[config.mk]
export PLATFORM = sky130hd
export DESIGN_NAME = qcap_ctrl
export DESIGN_NICKNAME = d
export VERILOG_FILES = /design/src/rtl/qcap_pkg.sv /design/src/rtl/qcap_eq.sv /design/src/rtl/qcap_seq.sv /design/src/rtl/qcap_fsm.sv /design/src/rtl/qcap_shaper.sv /design/src/rtl/qcap_ctrl.sv
export SDC_FILE = /design/constraint.sdc
export NUM_CORES = 1
export LEC_CHECK = 0
export ABC_AREA = 1
export BUFFER_PORTS_ARGS = -buffer_cell sky130_fd_sc_hd__buf_2
export CORE_ASPECT_RATIO = 2
export CORE_MARGIN = 10
export CORE_UTILIZATION = 35
export DETAILED_ROUTE_END_ITERATION = 12
export SLEW_MARGIN = 20
export SYNTH_ARGS = -nofsm -noshare
export SYNTH_HDL_FRONTEND = slang
export SYNTH_HIERARCHICAL = 1
export SYNTH_SLANG_ARGS = --single-unit
[constraint.sdc]
create_clock -name clk -period 2.35 [get_ports clk]
set_input_delay 0.235 -clock clk [delete_from_list [all_inputs] [get_ports clk]]
set_output_delay 0.235 -clock clk [all_outputs]
set_load 0.03 [all_outputs]
[src/rtl/qcap_pkg.sv]
package qcap_pkg;

    localparam int TRIG_LAT = 10;

    typedef enum logic [1:0] {
        CAP_IDLE = 2'd0,
        CAP_PRE  = 2'd1,
        CAP_POST = 2'd2,
        CAP_DONE = 2'd3
    } cap_state_e;

    typedef struct packed {
        logic pulse;
        logic held;
    } pin_state_t;

    function automatic logic shape_pin(pin_state_t ps, logic level_mode, logic active_low);
        return (ps.pulse | (level_mode & ps.held)) ^ active_low;
    endfunction

endpackage

[src/rtl/qcap_eq.sv]
module qcap_eq #(
    parameter int NM = 6
) (
    input  logic [NM-1:0] flags_i,
    input  logic [NM-1:0] mask_i,
    input  logic          or_i,
    output logic          hit_o
);
    logic [NM-1:0] sel;

    always_comb begin
        sel   = flags_i & mask_i;
        hit_o = or_i ? (|sel) : (sel == mask_i);
    end
endmodule

[src/rtl/qcap_seq.sv]
module qcap_seq #(
    parameter int NS = 4,
    parameter int SW = $clog2(NS)
) (
    input  logic          clk,
    input  logic          rst,
    input  logic          arm_i,
    input  logic          armed_i,
    input  logic [NS-1:0] hit_i,
    input  logic [SW-1:0] last_i,
    output logic          fire_o
);
    logic [SW-1:0] stage_q;
    logic          cur_hit;
    logic          at_last;

    always_comb begin
        cur_hit = hit_i[stage_q];
        at_last = (stage_q == last_i);
        fire_o  = armed_i && !arm_i && cur_hit && at_last;
    end

    always_ff @(posedge clk) begin
        if (rst || arm_i) begin
            stage_q <= '0;
        end else if (armed_i && cur_hit && !at_last) begin
            stage_q <= stage_q + SW'(1);
        end
    end
endmodule

[src/rtl/qcap_fsm.sv]
module qcap_fsm
    import qcap_pkg::*;
#(
    parameter int AW = 5
) (
    input  logic          clk,
    input  logic          rst,
    input  logic          arm_i,
    input  logic          fire_i,
    input  logic          qual_i,
    input  logic [AW:0]   post_len_i,
    output logic          armed_o,
    output logic          we_o,
    output logic [AW-1:0] wptr_o,
    output logic          done_o,
    output logic [AW-1:0] taddr_o
);
    cap_state_e    st_q;
    logic [AW-1:0] wptr_q;
    logic [AW-1:0] taddr_q;
    logic [AW:0]   cnt_q;
    logic          capturing, skip, counting, inc, reach;

    always_comb begin
        capturing = (st_q == CAP_PRE) || (st_q == CAP_POST);
        skip      = fire_i && (post_len_i == '0);
        we_o      = !arm_i && capturing && qual_i && !skip;
        counting  = fire_i || (st_q == CAP_POST);
        inc       = counting && we_o;
        reach     = skip || (inc && (cnt_q + (AW+1)'(1) == post_len_i));
    end

    always_ff @(posedge clk) begin
        if (rst) begin
            st_q    <= CAP_IDLE;
            wptr_q  <= '0;
            cnt_q   <= '0;
            taddr_q <= '0;
        end else if (arm_i) begin
            st_q   <= CAP_PRE;
            wptr_q <= '0;
            cnt_q  <= '0;
        end else begin
            if (we_o)   wptr_q  <= wptr_q + AW'(1);
            if (inc)    cnt_q   <= cnt_q + (AW+1)'(1);
            if (fire_i) taddr_q <= wptr_q;
            if (reach)       st_q <= CAP_DONE;
            else if (fire_i) st_q <= CAP_POST;
        end
    end

    assign armed_o = (st_q == CAP_PRE);
    assign done_o  = (st_q == CAP_DONE);
    assign wptr_o  = wptr_q;
    assign taddr_o = taddr_q;
endmodule

[src/rtl/qcap_shaper.sv]
module qcap_shaper
    import qcap_pkg::*;
#(
    parameter int LAT = TRIG_LAT
) (
    input  logic clk,
    input  logic rst,
    input  logic arm_i,
    input  logic fire_i,
    input  logic level_i,
    input  logic low_i,
    output logic pin_o
);
    logic [LAT-1:0] dly_q;
    logic           held_q;
    pin_state_t     ps;

    always_ff @(posedge clk) begin
        if (rst || arm_i) begin
            dly_q  <= '0;
            held_q <= 1'b0;
        end else begin
            dly_q  <= {dly_q[LAT-2:0], fire_i};
            held_q <= held_q | dly_q[LAT-1];
        end
    end

    always_comb begin
        ps.pulse = dly_q[LAT-1];
        ps.held  = held_q;
        pin_o    = shape_pin(ps, level_i, low_i);
    end
endmodule

[src/rtl/qcap_ctrl.sv]
module qcap_ctrl
    import qcap_pkg::*;
#(
    parameter int NM  = 6,
    parameter int DW  = 16,
    parameter int AW  = 5,
    parameter int NS  = 4,
    parameter int SW  = $clog2(NS),
    parameter int LAT = TRIG_LAT
) (
    input  logic             clk,
    input  logic             rst,
    input  logic             arm_i,
    input  logic [NM-1:0]    match_i,
    input  logic [DW-1:0]    sample_i,
    input  logic [NS*NM-1:0] stage_mask_i,
    input  logic [NS-1:0]    stage_or_i,
    input  logic [SW-1:0]    last_stage_i,
    input  logic [NM-1:0]    qual_mask_i,
    input  logic             qual_or_i,
    input  logic [AW:0]      pretrig_i,
    input  logic             out_level_i,
    input  logic             out_low_i,
    output logic             mem_we_o,
    output logic [AW-1:0]    mem_addr_o,
    output logic [DW-1:0]    mem_data_o,
    output logic             done_o,
    output logic [AW-1:0]    trig_addr_o,
    output logic             trig_out_o
);
    localparam int DEPTH = 1 << AW;
    localparam logic [AW:0] DEPTH_W = (AW+1)'(DEPTH);

    logic [NS-1:0] stage_hit;
    logic          qual_hit;
    logic          fire;
    logic          armed;
    logic [AW:0]   post_len;

    for (genvar g = 0; g < NS; g++) begin : g_stage
        qcap_eq #(.NM(NM)) u_eq (
            .flags_i (match_i),
            .mask_i  (stage_mask_i[g*NM +: NM]),
            .or_i    (stage_or_i[g]),
            .hit_o   (stage_hit[g])
        );
    end

    qcap_eq #(.NM(NM)) u_qual (
        .flags_i (match_i),
        .mask_i  (qual_mask_i),
        .or_i    (qual_or_i),
        .hit_o   (qual_hit)
    );

    always_comb post_len = (pretrig_i >= DEPTH_W) ? '0 : DEPTH_W - pretrig_i;

    qcap_seq #(.NS(NS), .SW(SW)) u_seq (
        .clk     (clk),
        .rst     (rst),
        .arm_i   (arm_i),
        .armed_i (armed),
        .hit_i   (stage_hit),
        .last_i  (last_stage_i),
        .fire_o  (fire)
    );

    qcap_fsm #(.AW(AW)) u_fsm (
        .clk        (clk),
        .rst        (rst),
        .arm_i      (arm_i),
        .fire_i     (fire),
        .qual_i     (qual_hit),
        .post_len_i (post_len),
        .armed_o    (armed),
        .we_o       (mem_we_o),
        .wptr_o     (mem_addr_o),
        .done_o     (done_o),
        .taddr_o    (trig_addr_o)
    );

    qcap_shaper #(.LAT(LAT)) u_pin (
        .clk     (clk),
        .rst     (rst),
        .arm_i   (arm_i),
        .fire_i  (fire),
        .level_i (out_level_i),
        .low_i   (out_low_i),
        .pin_o   (trig_out_o)
    );

    assign mem_data_o = sample_i;
endmodule

==> impl_metrics.json, run 1 <==
{
  "die_area_um2": 11000,
  "dpl.hpwl_um": 5570,
  "drive_gt1_share_pct": 23.2,
  "grt_use_total_pct": 11.9,
  "synth_warnings": 6,
  "syn_nets": 501,
  "grt_pass1_wl_um": 10800,
  "row_count": 43,
  "ir_drop_v": 0.000291,
  "critPathLaunchType": "flip-flop",
  "cp.arrival_ns": 1.93,
  "slew_headroom_pct": 60.3,
  "cts_buffers": 5,
  "fin_util_pct": 43.4,
  "rsz0062_at_grt": "no",
  "vias_per_cell": 4.45,
  "n_antenna_cell": 0,
  "yosys-top-cells-count": "nand2_1 (145), inv_1 (97), nor2_1 (32)",
  "period_needed_ns": 2.17,
  "synth_area_leaders": "dfxtp_1 (25%), nand2_1 (22%), inv_1 (15%), buf_4 (4.9%), nor2_1 (4.9%)",
  "cap_violations": 0,
  "die_x_um": 79.3,
  "ant_nets": 0,
  "clk_pin_slew_worst_paths_ns": 0.05,
  "finalClockSkew_ns": 0.00263,
  "htreeDepth": 2,
  "required_ns": 2.12,
  "crit_path_frequent_cell": "nand2_1",
  "max_stage_delay_ns": 0.45,
  "final_cells": 578,
  "dpl-instance-area_um2": 2800,
  "grt_remaining_overflow": 0,
  "synthCells": 425,
  "port_buffers": 66,
  "synth_cell_type_count": 25,
  "first_pass_iters": 4,
  "cp_cell_sequence": "inv_2 -> nand2_1 -> nand3_2 -> nand2_2 -> nand2_1 -> nor3_2 -> nand2_1 -> nor2_1 -> nand2_1 -> nand2_2 -> inv_1 -> clkbuf_4",
  "worstHoldStart": "rst",
  "fin_nets": 564,
  "hold_viol_final": 0,
  "power_density_nw_per_um2": 469,
  "cts_root_buf": "clkbuf_16",
  "cts_tree": "done",
  "area_growth_pct": 21.6,
  "vias": 2571,
  "synthArstFlopShare_pct": 0,
  "setup.worst_path.class": "reg -> out",
  "grt_pass1_vias": 2570,
  "drt-wirelength-per-cell_um": 11.1,
  "ioPinCount": 99,
  "grt_max_degree": 12,
  "fin_setup_tns_ns": 0,
  "yosys_most_used_dff": "dfxtp_1",
  "ys_seq_elements": 31,
  "crit_slowest_cell": "dfxtp_1",
  "setup_viol": 0,
  "netlist.area_leader.share_pct": 25.2,
  "reg2reg_slack_ns": 0.33,
  "syn_avg_cell_area_um2": 5.79,
  "slew_violations": 0,
  "clockBufferDepth": 2,
  "startpoint": "u_seq/stage_q[0]",
  "yosys.area.top_type": "dfxtp_1",
  "dp_cells": 568,
  "yosysMostFrequentCell": "nand2_1",
  "path_max_fanout": 6,
  "yosysSeqAreaShare_pct": 25.2,
  "regToRegStartpoint": "u_seq/stage_q[0]",
  "design.core.area_um2": 6890,
  "final_cell_area_um2": 2990,
  "insertion_delay_ns": 0.27,
  "drc": 0,
  "min_path_type": "in -> reg",
  "synth_edf_count": 0,
  "syn_area_um2": 2460,
  "end_kind": "output pin",
  "p_leak_nw": 1.64,
  "tightest_slew_ns": 0.596,
  "postCtsHoldBufs": 0,
  "fmax_ghz": 0.462,
  "die_y_um": 139,
  "initial_utilization_pct": 35.7,
  "period_share_pct": 92.2,
  "drtIter0Drc": 83,
  "cts.sinks": 31,
  "status": "completed",
  "total_power_mw": 1.40,
  "place_congestion": 0.823,
  "antenna_found_initial": 0,
  "finalWirelength_um": 6410
}
[routing by layer]
layer / GRT usage, % / vias up / wire, µm
met4: 6.93 / 0 / 167
met1: 9.96 / 1123 / 2170
met5: 0 / - / 0
li1: - / 1375 / -
met2: 23.7 / 65 / 3730
met3: 2.53 / 8 / 337
[cell families (layout without fill, tap and decap cells)]
logic type | count (synthesis) | after routing | synth area share [%]
and+or+nand+nor | 232 | 232 | 42.0
buffers and inverters | 117 | 180 | 20.6
AOI/OAI and AO/OA | 36 | 36 | 8.03
DFF | 31 | 31 | 25.2
adders and majority gates | 6 | 6 | 3.05
xor gates and xnor gates | 3 | 3 | 1.07
[registers in the layout (all words and copies together) (netlist names)]
signal / flops
u_fsm/wptr_o: 5
u_fsm/st_q: 2
u_pin/held_q: 1
u_fsm/taddr_o: 5
u_pin/dly_q: 10
u_fsm/cnt_q: 6
u_seq/stage_q: 2
[final cells by class]
cell class / instances / area [µm²]
multi-input cells: 277 / 1340
repair buffers: 73 / 400
clock buffers: 6 / 139
well taps: 90 / 113
clock inverters: 1 / 5.00
fillers: 812 / 3890
flip-flops and latches: 31 / 621
inverters: 100 / 375
[critical path, delay by kind of cell (launching register included)]
kind	cells	cell delay, ns
flops	1	0.45
buf+inv	3	0.32
simple gates	9	0.90
[metrics by stage]
stage               setup slack, ns  hold slack (ns)
floorplan                     0.335            0.304
global placement             0.0858            0.412
detailed placement           0.0312            0.416
CTS                          0.0483            0.255
global route                 0.0157            0.280
finish                        0.183            0.262
[final timing paths]
path | end | cells past startpoint
worst max-delay path | mem_we_o | 12
worst min-delay path | u_fsm/taddr_o[1] | 2
worst max register to register | u_fsm/cnt_q[1] | 14
worst min register to register | u_pin/dly_q[6] | 2
[timing repair]
item                       in CTS  in global routing
setup endpoints to repair       0                  1
buffers inserted                0                  3
gates resized for setup         0                 12
[power by group]
group / switching, mW / internal (mW) / total, mW
logic: 0.146 / 0.104 / 0.250
clock network: 0.208 / 0.412 / 0.620
registers: 0.00387 / 0.530 / 0.534
[placed cells by master (no fill, tap or decap), types with 2 or more instances in the layout]
cell type	n
nand2_1	145
inv_1	97
buf_2	59
nor2_1	32
dfxtp_1	31
nand3_1	19
a21oi_1	15
o21ai_0	14
nor2_2	12
buf_4	11
nand3_2	6
ha_1	6
nand2_2	6
a211oi_1	6
clkbuf_16	5
nor3_2	3
clkbuf_4	3
inv_2	3
xor2_1	2
nor3_1	2
nor2_4	2
nand4_1	2
Power figures use the tool's default switching activity.
==> run 2: changes to the inputs <==
--- a/config.mk
+++ b/config.mk
@@ -6,11 +6,11 @@
 export NUM_CORES = 1
 export LEC_CHECK = 0
 export ABC_AREA = 1
-export BUFFER_PORTS_ARGS = -buffer_cell sky130_fd_sc_hd__buf_2
 export CORE_ASPECT_RATIO = 2
 export CORE_MARGIN = 10
 export CORE_UTILIZATION = 35
 export DETAILED_ROUTE_END_ITERATION = 12
+export DONT_BUFFER_PORTS = 1
 export SLEW_MARGIN = 20
 export SYNTH_ARGS = -nofsm -noshare
 export SYNTH_HDL_FRONTEND = slang
==> constraint.sdc (replaced) <==
create_clock -name clk -period 2.35 [get_ports clk]
set_input_delay 0.5875 -clock clk [delete_from_list [all_inputs] [get_ports clk]]
set_output_delay 0.5875 -clock clk [all_outputs]
set_load 0.03 [all_outputs]
==> impl_metrics.json, run 2 (synthesis results as in run 1) <==
{
  "initial_utilization_pct": 35.7,
  "period_needed_ns": 2.57,
  "die_x_um": 79.3,
  "cp.arrival_ns": 1.98,
  "finalWirelength_um": 6280,
  "final_cell_mix": "nand2_1 (134), inv_1 (89), dfxtp_1 (31), nor2_1 (28), nand3_1 (19)",
  "vias": 2396,
  "total_power_mw": 1.48,
  "drt-wirelength-per-cell_um": 12.1,
  "vias_per_cell": 4.61,
  "grt_pass1_vias": 2291,
  "row_count": 43,
  "setup.worst_path.class": "in -> out",
  "design.core.area_um2": 6890,
  "slew_headroom_pct": 61.0,
  "hold_viol_final": 0,
  "fin_util_pct": 41.2,
  "period_share_pct": 109,
  "antenna_found_initial": 0,
  "critPathLaunchType": "primary input",
  "power_density_nw_per_um2": 523,
  "cts.sinks": 31,
  "min_path_type": "in -> reg",
  "ir_drop_v": 0.000270,
  "grt_pass1_wl_um": 9940,
  "insertion_delay_ns": 0.27,
  "required_ns": 1.76,
  "ioPinCount": 99,
  "ant_nets": 0,
  "finalClockSkew_ns": 0.00320,
  "largest_register_ffs": 10,
  "place_congestion": 0.865,
  "end_kind": "output pin",
  "grt_max_degree": 12,
  "htreeDepth": 2,
  "drc": 0,
  "cts_buffers": 5,
  "slew_violations": 0,
  "drive_gt1_share_pct": 18.4,
  "drtIter0Drc": 120,
  "tightest_slew_ns": 0.584,
  "p_leak_nw": 1.42,
  "path_max_fanout": 10,
  "setup_viol": 1,
  "reg_top3": "u_pin/dly_q (10), u_fsm/cnt_q (6)",
  "fmax_ghz": 0.389,
  "clk_pin_slew_worst_paths_ns": 0.05,
  "fin_nets": 505,
  "largest_register": "u_pin/dly_q",
  "die_y_um": 139,
  "violations": "negative setup slack",
  "n_antenna_cell": 0,
  "grt_remaining_overflow": 0,
  "clockBufferDepth": 2,
  "rsz0062_at_grt": "yes",
  "cap_violations": 0,
  "area_growth_pct": 15.2,
  "status": "finished, violations left",
  "cts_root_buf": "clkbuf_16",
  "first_pass_iters": 4,
  "die_area_um2": 11000,
  "port_buffers": 0,
  "cts_tree": "done",
  "dpl.hpwl_um": 5240,
  "fin_ws_ns": -0.222,
  "grt_use_total_pct": 11.1,
  "layout_commonest_cell": "nand2_1"
}
run 2: changes by cell type in the layout (fill, tap and decap cells not counted), sizes merged:
cell / change
buf: -56
bufinv: +1
clkbuf: -3
clkinv: +2
clkinvlp: +1
inv: -3
run 2: path summary, 6_finish.rpt:
| check | start | endpoint | slack [ns] | cells after the start |
|---|---|---|---|---|
| max | match_i[3] | mem_we_o | -0.22 | 17 |
| min | rst | u_fsm/taddr_o[1] | 0.38 | 1 |
| max reg2reg | u_seq/stage_q[0] | u_fsm/cnt_q[5] | 0.34 | 13 |
| min reg2reg | u_pin/dly_q[1] | u_pin/dly_q[2] | 0.42 | 2 |
run 2: layout make-up:
class                           instances  area, µm²
Sequential cell                        31        621
Multi-Input combinational cell        277       1400
Clock inverter                          2       35.0
Fill cell                             773       4050
Tap cell                               90        113
Timing Repair Buffer                   14        105
Inverter                              100        419
Clock buffer                            6        139
run 2: critical path, cell delays in order:
cell and delay (ns):
inv_1 0.02, nand2_1 0.04, nand2_1 0.04, nor2_1 0.10
nand3_1 0.07, nand2_1 0.06, inv_1 0.04, nand2_1 0.07
nand3_2 0.07, nand2_2 0.10, nand2_2 0.05, nor3_2 0.19
nand2_1 0.08, nor2_2 0.11, nand2_2 0.07, nand2_2 0.09
clkinvlp_4 0.19
run 2: what timing repair did:
action / 4_1_cts / 5_1_grt
gates resized for setup: 0 / 44
pin swaps: 0 / 25
setup buffers: 0 / 3
setup endpoints to repair: 1 / 2
hold buffers: 0 / 0
run 2: metal layers:
layer	GRT usage [%]	wire length [µm]	share of wire, %	up-vias
met5	0	0	0	-
met4	8.45	329	5.2	0
met3	4.87	676	11	21
met2	20.5	3380	54	80
met1	8.52	1890	30	1043
li1	-	-	-	1252
run 2: where the power goes:
group | leakage, nW | internal [mW] | switching, mW
Sequential | 0.250 | 0.530 | 0.00672
Clock | 0.0868 | 0.526 | 0.229
Combinational | 1.08 | 0.0833 | 0.108
run 2: stage by stage:
step                      hold WS [ns]  setup slack (ns)  instances  area, µm²  setup TNS, ns
after CTS                        0.373            -0.182        517       2700         -0.182
after global placement           0.410            -0.164        509       2530         -0.164
final                            0.378            -0.222        520       2840         -0.222
after global routing             0.375            -0.404        520       2840         -0.443
after floorplan                  0.408            -0.211        425       2470         -0.211
after detailed placement         0.416            -0.175        509       2530         -0.179
==> run 3: changes to the inputs <==
--- a/config.mk
+++ b/config.mk
@@ -11,6 +11,7 @@
 export CORE_UTILIZATION = 35
 export DETAILED_ROUTE_END_ITERATION = 12
 export DONT_BUFFER_PORTS = 1
+export PLACE_DENSITY = 0.46
 export SLEW_MARGIN = 20
 export SYNTH_ARGS = -nofsm -noshare
 export SYNTH_HDL_FRONTEND = slang
==> impl_metrics.json, run 3 (synthesis results as in run 1) <==
{
  "status": "finished, violations left",
  "violations": "negative setup slack",
  "required_ns": 1.76,
  "reg2reg_slack_ns": 0.20,
  "path_max_fanout": 10,
  "layout_commonest_cell": "nand2_1",
  "p_leak_nw": 1.39,
  "cts_buffers": 5,
  "final_cell_mix": "nand2_1 (137), inv_1 (89), dfxtp_1 (31), nor2_1 (29), nand3_1 (19)",
  "setup_viol": 1,
  "power_density_nw_per_um2": 490,
  "clockBufferDepth": 2,
  "grt_pass1_vias": 2346,
  "holdPathEnd": "u_fsm/taddr_o[1]",
  "period_needed_ns": 2.64,
  "fin_ws_ns": -0.294,
  "insertion_delay_ns": 0.27,
  "end_kind": "output pin",
  "ant_nets": 0,
  "tightest_slew_ns": 0.594,
  "total_power_mw": 1.35,
  "dpl.hpwl_um": 5470,
  "seqPwrFrac_pct": 39.9,
  "period_share_pct": 112,
  "first_pass_iters": 4,
  "largest_register_ffs": 10,
  "netSwitchingFraction_pct": 24.2,
  "grt_use_total_pct": 11.9,
  "hold_viol_final": 0,
  "min_path_type": "in -> reg",
  "grt_max_degree": 12,
  "drt-wirelength-per-cell_um": 12.3,
  "slew_headroom_pct": 60.4,
  "antenna_found_initial": 0,
  "grt_remaining_overflow": 0,
  "htreeDepth": 2,
  "area_growth_pct": 11.6,
  "die_y_um": 139,
  "ioPinCount": 99,
  "max_stage_delay_ns": 0.19,
  "cp_cell_sequence": "inv_2 -> nand2_1 -> nand2_2 -> nor2_2 -> nand3_1 -> nand2_1 -> inv_1 -> nand2_1 -> nand3_2 -> nand2_2 -> nand2_2 -> nor3_2 -> nand2_1 -> nor2_2 -> nand2_2 -> nand2_2 -> clkinvlp_4",
  "finalWirelength_um": 6360,
  "slew_violations": 0,
  "row_count": 43,
  "fin_nets": 504,
  "n_antenna_cell": 0,
  "largest_register": "u_pin/dly_q",
  "p_comb_share_pct": 13.6,
  "grt_pass1_wl_um": 10600,
  "hold_path_depth": 1,
  "drive_gt1_share_pct": 16.8,
  "netSwitchingPower_mw": 0.326,
  "setup.worst_path.class": "in -> out",
  "ir_drop_v": 0.000239,
  "cap_violations": 0,
  "reg_top3": "u_pin/dly_q (10), u_fsm/cnt_q (6)",
  "place_congestion": 0.825,
  "port_buffers": 0,
  "rr_endpoint": "u_fsm/st_q[0]",
  "ff2ff_path_depth": 14,
  "crit_path_frequent_cell": "nand2_2",
  "vias_per_cell": 4.52,
  "dpl-instance-area_um2": 2540,
  "seqCellArea_um2": 621,
  "drc": 0,
  "cts_root_buf": "clkbuf_16",
  "clk_pin_slew_worst_paths_ns": 0.05,
  "initial_utilization_pct": 35.7,
  "design.core.area_um2": 6890,
  "dp_cells": 510,
  "finalClockSkew_ns": 0.00511,
  "critPathLaunchType": "primary input",
  "postCtsHoldBufs": 0,
  "die_x_um": 79.3,
  "worstHoldStart": "rst",
  "regToRegStartpoint": "u_seq/stage_q[0]",
  "path_delay_family": "simple AND/OR/NAND/NOR gates",
  "rsz0062_at_grt": "yes",
  "crit_slowest_cell": "nor3_2",
  "cts_tree": "done",
  "cp.arrival_ns": 2.06,
  "final_cell_area_um2": 2750,
  "final_cells": 518,
  "cts.sinks": 31,
  "pwr-share-clk_pct": 46.5,
  "vias": 2341,
  "multi_input_area_um2": 1380,
  "fmax_ghz": 0.378,
  "fillers": 819,
  "internal-power_mw": 1.02,
  "fin_setup_tns_ns": -0.294,
  "die_area_um2": 11000,
  "drtIter0Drc": 85,
  "critPathBufInv": 3
}
[run 3: cell count changes in the layout (fill, tap and decap cells not counted), sizes merged]
cell    previous run  this run
buf               14        13
bufinv             1         0
clkinv             3         1
inv               97        99
[run 3: routing by layer]
metal | part of all wire (%) | wire length, µm | GRT usage [%]
met5 | 0 | 0 | 0
met2 | 60 | 3800 | 24.0
met3 | 8.9 | 563 | 4.22
met1 | 29 | 1870 | 9.49
met4 | 2.1 | 131 | 4.84
[run 3: worst max path at each step]
stage / startpoint / endpoint / cells past startpoint
after floorplan: match_i[3] / mem_we_o / 17
after global placement: match_i[3] / mem_we_o / 17
after detailed placement: match_i[3] / mem_we_o / 17
after CTS: match_i[3] / mem_we_o / 17
after global routing: match_i[0] / mem_we_o / 17
final: match_i[1] / mem_we_o / 17
[run 3: worst reg2reg max path, cell delays in order, from the launching register on]
cell,delay [ns]
dfxtp_1,0.46
inv_2,0.09
nand2_1,0.09
nand3_2,0.07
nand2_2,0.10
nand2_2,0.05
nor3_2,0.19
buf_4,0.13
buf_4,0.11
inv_1,0.04
nand2_1,0.06
nand3_2,0.18
nor2_1,0.15
nand3_1,0.15
a21oi_1,0.19
[run 3: stage by stage]
step / worst slack [ns] / hold slack, ns / utilization, %
after floorplan: -0.211 / 0.408 / -
after global placement: -0.175 / 0.410 / 36.8
after detailed placement: -0.195 / 0.412 / 36.8
after CTS: -0.196 / 0.374 / 38.9
after global routing: -0.519 / 0.375 / 39.9
final: -0.294 / 0.381 / 39.9
[run 3: area by class of cell]
class,instances,area share [%]
Clock inverter,1,0.182
Inverter,100,14.4
Tap cell,90,4.10
Multi-Input combinational cell,277,50.1
Clock buffer,6,5.05
Sequential cell,31,22.6
Timing Repair Buffer,13,3.55
[run 3: what timing repair did]
item                       CTS  global route
resized for setup            0            28
pin swaps                    0            28
setup endpoints to repair    1             7
buffers inserted             0             1
hold endpoints to repair     0             0
[run 3: power groups by stage]
stage / Sequential, mW / Clock [mW] / Combinational (mW)
6_report: 0.537 / 0.626 / 0.183
5_1_grt: 0.536 / 0.662 / 0.216
4_1_cts: 0.536 / 0.649 / 0.177
3_5_place_dp: 0.548 / 0 / 0.176
3_3_place_gp: 0.548 / 0 / 0.175
2_1_floorplan: 0.546 / 0 / 0.189
